===== src/rtl/stk_pkg.sv =====
package stk_pkg;
    typedef enum logic [1:0] {
        OP_IDLE = 2'd0,
        OP_PUSH = 2'd1,
        OP_PULL = 2'd2,
        OP_LOAD = 2'd3
    } stk_op_e;

    typedef enum logic {
        SEL_ACC = 1'b0,
        SEL_PSR = 1'b1
    } stk_reg_e;
endpackage


===== src/rtl/stk_arb.sv =====
module stk_arb
    import stk_pkg::*;
(
    input  logic    push_req,
    input  logic    pull_req,
    input  logic    load_sp,
    output stk_op_e op
);
    always_comb begin
        if (push_req)      op = OP_PUSH;
        else if (pull_req) op = OP_PULL;
        else if (load_sp)  op = OP_LOAD;
        else               op = OP_IDLE;
    end
endmodule


===== src/rtl/stk_sp_unit.sv =====
module stk_sp_unit
    import stk_pkg::*;
#(
    parameter int                 PTR_W    = 8,
    parameter logic [PTR_W-1:0]   SP_RESET = 8'hFD
) (
    input  logic             clk,
    input  logic             rst_n,
    input  stk_op_e          op,
    input  logic [PTR_W-1:0] load_val,
    output logic [PTR_W-1:0] sp,
    output logic [PTR_W-1:0] acc_ptr
);
    localparam logic [PTR_W-1:0] STEP = 1;

    typedef struct packed {
        logic [PTR_W-1:0] sp;
    } sp_state_t;

    sp_state_t st_d, st_q;

    always_comb begin
        st_d = st_q;
        unique case (op)
            OP_PUSH: st_d.sp = st_q.sp - STEP;
            OP_PULL: st_d.sp = st_q.sp + STEP;
            OP_LOAD: st_d.sp = load_val;
            default: st_d.sp = st_q.sp;
        endcase
    end

    always_ff @(posedge clk) begin
        if (!rst_n) st_q <= '{sp: SP_RESET};
        else        st_q <= st_d;
    end

    assign sp      = st_q.sp;
    assign acc_ptr = (op == OP_PULL) ? (st_q.sp + STEP) : st_q.sp;
endmodule


===== src/rtl/stk_pull_pipe.sv =====
module stk_pull_pipe #(
    parameter int DATA_W = 8
) (
    input  logic              clk,
    input  logic              rst_n,
    input  logic              take,
    input  logic              dst_in,
    input  logic [DATA_W-1:0] rdata,
    output logic              valid,
    output logic              dst,
    output logic [DATA_W-1:0] data
);
    typedef struct packed {
        logic              pend;
        logic              pend_dst;
        logic              valid;
        logic              dst;
        logic [DATA_W-1:0] data;
    } pipe_state_t;

    pipe_state_t st_d, st_q;

    always_comb begin
        st_d          = st_q;
        st_d.pend     = take;
        st_d.pend_dst = take ? dst_in : st_q.pend_dst;
        st_d.valid    = st_q.pend;
        if (st_q.pend) begin
            st_d.data = rdata;
            st_d.dst  = st_q.pend_dst;
        end
    end

    always_ff @(posedge clk) begin
        if (!rst_n) st_q <= '0;
        else        st_q <= st_d;
    end

    assign valid = st_q.valid;
    assign dst   = st_q.dst;
    assign data  = st_q.data;
endmodule


===== src/rtl/stk_sp_copy.sv =====
module stk_sp_copy #(
    parameter int PTR_W = 8
) (
    input  logic             clk,
    input  logic             rst_n,
    input  logic             copy,
    input  logic [PTR_W-1:0] sp,
    output logic [PTR_W-1:0] x_val,
    output logic             x_valid,
    output logic             x_zero,
    output logic             x_neg
);
    typedef struct packed {
        logic [PTR_W-1:0] val;
        logic             valid;
        logic             zero;
        logic             neg;
    } copy_state_t;

    copy_state_t st_d, st_q;

    always_comb begin
        st_d       = st_q;
        st_d.valid = copy;
        if (copy) begin
            st_d.val  = sp;
            st_d.zero = (sp == '0);
            st_d.neg  = sp[PTR_W-1];
        end
    end

    always_ff @(posedge clk) begin
        if (!rst_n) st_q <= '0;
        else        st_q <= st_d;
    end

    assign x_val   = st_q.val;
    assign x_valid = st_q.valid;
    assign x_zero  = st_q.zero;
    assign x_neg   = st_q.neg;
endmodule


===== src/rtl/stk_page_ctrl.sv =====
module stk_page_ctrl
    import stk_pkg::*;
#(
    parameter int                       ADDR_W   = 16,
    parameter int                       DATA_W   = 8,
    parameter int                       PTR_W    = 8,
    parameter logic [ADDR_W-PTR_W-1:0]  PAGE_HI  = 8'h01,
    parameter logic [PTR_W-1:0]         SP_RESET = 8'hFD
) (
    input  logic              clk,
    input  logic              rst_n,
    input  logic              push_req,
    input  logic              pull_req,
    input  logic              reg_sel,
    input  logic [DATA_W-1:0] acc_in,
    input  logic [DATA_W-1:0] psr_in,
    input  logic [PTR_W-1:0]  x_in,
    input  logic              load_sp,
    input  logic              copy_sp,
    input  logic [DATA_W-1:0] mem_rdata,
    output logic [ADDR_W-1:0] mem_addr,
    output logic              mem_we,
    output logic [DATA_W-1:0] mem_wdata,
    output logic [PTR_W-1:0]  sp_out,
    output logic              pull_valid,
    output logic              pull_dst,
    output logic [DATA_W-1:0] pull_data,
    output logic [PTR_W-1:0]  x_out,
    output logic              x_valid,
    output logic              x_zero,
    output logic              x_neg
);
    stk_op_e          op;
    logic [PTR_W-1:0] acc_ptr;

    stk_arb u_arb (
        .push_req (push_req),
        .pull_req (pull_req),
        .load_sp  (load_sp),
        .op       (op)
    );

    stk_sp_unit #(.PTR_W(PTR_W), .SP_RESET(SP_RESET)) u_sp (
        .clk      (clk),
        .rst_n    (rst_n),
        .op       (op),
        .load_val (x_in),
        .sp       (sp_out),
        .acc_ptr  (acc_ptr)
    );

    stk_pull_pipe #(.DATA_W(DATA_W)) u_pull (
        .clk    (clk),
        .rst_n  (rst_n),
        .take   (op == OP_PULL),
        .dst_in (reg_sel),
        .rdata  (mem_rdata),
        .valid  (pull_valid),
        .dst    (pull_dst),
        .data   (pull_data)
    );

    stk_sp_copy #(.PTR_W(PTR_W)) u_copy (
        .clk     (clk),
        .rst_n   (rst_n),
        .copy    (copy_sp),
        .sp      (sp_out),
        .x_val   (x_out),
        .x_valid (x_valid),
        .x_zero  (x_zero),
        .x_neg   (x_neg)
    );

    assign mem_addr  = {PAGE_HI, acc_ptr};
    assign mem_we    = (op == OP_PUSH);
    assign mem_wdata = (reg_sel == SEL_PSR) ? psr_in : acc_in;
endmodule


===== config.mk =====
export PLATFORM = sky130hd
export DESIGN_NAME = stk_page_ctrl
export DESIGN_NICKNAME = d
export VERILOG_FILES = /design/src/rtl/stk_pkg.sv /design/src/rtl/stk_arb.sv /design/src/rtl/stk_sp_unit.sv /design/src/rtl/stk_pull_pipe.sv /design/src/rtl/stk_sp_copy.sv /design/src/rtl/stk_page_ctrl.sv
export SDC_FILE = /design/constraint.sdc
export NUM_CORES = 1
export LEC_CHECK = 0
export ABC_AREA = 1
export BUFFER_PORTS_ARGS = -buffer_cell sky130_fd_sc_hd__buf_4
export CORE_ASPECT_RATIO = 0.6
export CORE_MARGIN = 2
export CORE_UTILIZATION = 24
export DETAILED_ROUTE_END_ITERATION = 8
export HOLD_SLACK_MARGIN = 0.1
export PLACE_DENSITY = 0.51
export REMOVE_ABC_BUFFERS = 1
export SETUP_SLACK_MARGIN = 0.3
export SYNTH_ARGS = -nofsm -noshare
export SYNTH_HDL_FRONTEND = slang
export SYNTH_SLANG_ARGS = --single-unit

===== constraint.sdc =====
create_clock -name clk -period 1.2 [get_ports clk]
set_clock_uncertainty 0.05 [all_clocks]
set_input_delay 0.24 -clock clk [delete_from_list [all_inputs] [get_ports clk]]
set_output_delay 0.24 -clock clk [all_outputs]
set_load 0.03 [all_outputs]

==> impl_metrics.tcl <==
set metrics [dict create \
    dr.first_iter.drc_count 95 \
    core_sq_mm 0.007297 \
    num_vias 2120 \
    final_layout_size_suffix_gt1_share_pct 66.32 \
    antenna_left 0 \
    htree_levels 2 \
    r2r_setup_slack_ps -350 \
    die_y_um 71.33 \
    nNetsFinal 430 \
    synth_xor_area_share_pct 1.449 \
    finalMaxSlewViolations 0 \
    clockBufferDepth 2 \
    whs_endpoint "u_pull.data[0]" \
    grt_pass1_vias 1986 \
    hpwl_um 4581 \
    totalWireLength_um 6368 \
    grt_usage_pct 15.10 \
    die_x_um 116.2 \
    path_cells "ha_4 > or2_2 > nand3_2 > o21ai_2 > buf_6" \
    violations "negative setup slack" \
    arrival_ps 1380 \
    port_buffers 84 \
    worst-setup-path-type "register to primary output" \
    synthCells 257 \
    final-instance-count-excl-fill 493 \
    antenna_found_initial 0 \
    synth_fa_ha_area_share_pct 2.070 \
    cts_tree "yes" \
    place_congestion 0.8701 \
    syn_avg_cell_area_sq_um 7.054 \
    final_common_cell "buf_6" \
    routed_via_density 4.300 \
    fin_crit_sh_pct 138.9 \
    power.density_mw_per_mm2 1119 \
    status "finished, violations left" \
    final_cell_mix "77 x buf_6, 66 x buf_4, 28 x nand2_1" \
    synth_top_family_by_area "simple AND/OR/NAND/NOR gates" \
    max_cap_violations 0 \
    synth.distinct_cells 29 \
    cp.buffers_inverters 1 \
    layout_setup_ws_ps -466.5 \
    cts_made_buffers 5 \
    n_antenna_cell 0 \
    tns_ps -4635 \
    cts.sinks 30 \
    critPathCaptureType "primary output" \
    io_pins 93 \
    grt_overflow 0 \
    setup_viol_count_final 19 \
    startpoint_type "register" \
    cp_max_fo 4 \
    placedCellCount 463 \
    ff2ff_path_depth 12 \
    grt_pass1_wl_um 9715 \
    root_buffer "clkbuf_16" \
    crit_required_ps 910 \
    max_freq_mhz 600.1 \
    whs_path_depth 3 \
    p_leak_nw 1.772 \
    ys_seq_area_share_pct 33.13 \
    synth-simple-area-share_pct 25.33 \
    hold_class "input port to register" \
    n_fill_cell 714 \
    clk_pin_slew_ps 50 \
    syn_area_sq_mm 0.001813 \
    crit_family "simple AND/OR/NAND/NOR gates" \
    ys_warn_count 0 \
    grt_start_max_net_pins 30 \
    min_from "mem_rdata[0]" \
    hold_violations 0 \
    max_stage_delay_ps 360 \
    cp.depth 5 \
    dr.pass1.iters 4 \
    rsz0062_at_grt "yes" \
    wl_per_cell_um 12.92 \
    ir_drop_uv 567.2 \
    synth_compound_area_share_pct 15.80 \
    critPathSlowestCell "dfxtp_4" \
    period_minus_slack_ps 1666 \
    worst_skew_pair.late_latency_ps 280 \
    synth_seq_cells 30 \
    syn_to_final_growth_pct 105.3 \
    drc 0 \
    die_area_sq_mm 0.008288 \
    core.rowCount 24 \
    initial_utilization_pct 24.85 \
    r2r_start "u_sp.sp[1]" \
    worstReg2RegEnd "u_sp.sp[4]" \
    synthMuxAreaShare_pct 4.969 \
]
==> cell type report <==
cell class	count	area (sq um)	share of cell area, %
Timing Repair Buffer	147	1445	38.82
Multi-Input combinational cell	176	1212	32.57
Sequential cell	30	656.9	17.65
Clock buffer	7	142.6	3.832
Inverter	28	130.1	3.496
Tap cell	104	130.1	3.496
Clock inverter	1	5.005	0.1345
==> flip-flops by register name (all words and copies together), names as in the netlist <==
signal,cells
u_copy.x_val,8
u_pull.data,8
u_sp.sp,8
u_copy.x_valid,1
u_copy.x_zero,1
u_pull.dst,1
u_pull.st_d,1
u_pull.st_q,1
u_pull.valid,1
==> where the power goes <==
group	leakage (nW)	total, mW	internal (mW)	switching, mW
Clock	0.0739	1.26	0.821	0.436
Combinational	1.44	1.74	0.851	0.893
Sequential	0.257	1.16	1.09	0.0757
Total	1.77	4.16	2.76	1.41
==> kinds of logic after synthesis <==
group,count (synthesis)
and+or+nand+nor,100
buffers and inverters,57
AOI/OAI and AO/OA,54
DFF,30
muxes,8
adders and majority gates,3
xor gates and xnor gates,3
other,2
==> worst min-delay path, stage by stage <==
cell and delay (ps):
buf_4 80, nor2_1 30, nor2_1 80
==> per-layer routing <==
metal | part of all wire [%] | wire, um | vias up | GRT usage (%)
met4 | 0.55 | 35 | 0 | 3.042
met1 | 50 | 3211 | 959 | 22.18
met2 | 42 | 2645 | 73 | 20.99
met3 | 7.5 | 476 | 6 | 5.668
met5 | 0 | 0 | - | 0
li1 | - | - | 1082 | -
==> how the worst max path moves through the flow <==
stage | from | endpoint
final | u_sp.sp[1] | mem_addr[2]
after global routing | u_sp.sp[0] | mem_addr[7]
after CTS | u_sp.sp[1] | mem_addr[6]
after detailed placement | u_sp.sp[1] | mem_addr[6]
after global placement | u_sp.sp[1] | mem_addr[6]
after floorplan | u_sp.sp[1] | mem_addr[6]
==> per-stage QoR <==
step / setup WS, ps / cell area (sq um) / hold slack, ps / power, mW / utilization [%]
floorplan: -637.2 / 1635 / 259.0 / 1.780 / -
global placement: -414.5 / 2704 / 395.5 / 2.379 / 37.05
detailed placement: -427.0 / 2704 / 400.3 / 2.387 / 37.05
CTS: -511.9 / 3492 / 135.4 / 4.035 / 47.86
global route: -536.5 / 3722 / 144.0 / 4.365 / 51.01
finish: -466.5 / 3722 / 136.6 / 4.164 / 51.01
==> Yosys cell counts <==
library cell  instances  area share [%]
conb_1                2            0.41
nand3_2               3             1.7
inv_1                23             4.8
clkbuf_1              4            0.83
nand2_4               2             1.2
a21oi_1              15             4.1
inv_2                 5             1.0
nand4_1               1            0.35
o211ai_2              1            0.69
nor2_4                2             1.2
xnor2_1               1            0.48
buf_2                 3            0.83
nor2_1               30             6.2
or2_2                 1            0.35
dfxtp_1              30              33
nand2_1              38             7.9
a31oi_1               1            0.35
clkbuf_2              1            0.28
o21ai_1               1            0.28
buf_4                17             7.0
buf_6                 3             1.9
nand3_1              22             6.1
buf_1                 1            0.21
o21ai_0              33             9.1
nor2_2                1            0.35
ha_1                  3             2.1
xor2_1                2            0.97
o211ai_1              3             1.2
mux2_2                8             5.0
==> timing repair <==
| item | in CTS | in global routing |
|---|---|---|
| buffers inserted | 16 | 5 |
| gates cloned | 1 | 0 |
| hold buffers | 0 | 0 |
| gates resized for setup | 163 | 56 |
| setup endpoints to repair | 58 | 70 |
| pin swaps | 19 | 19 |
Power figures use the tool's default switching activity.
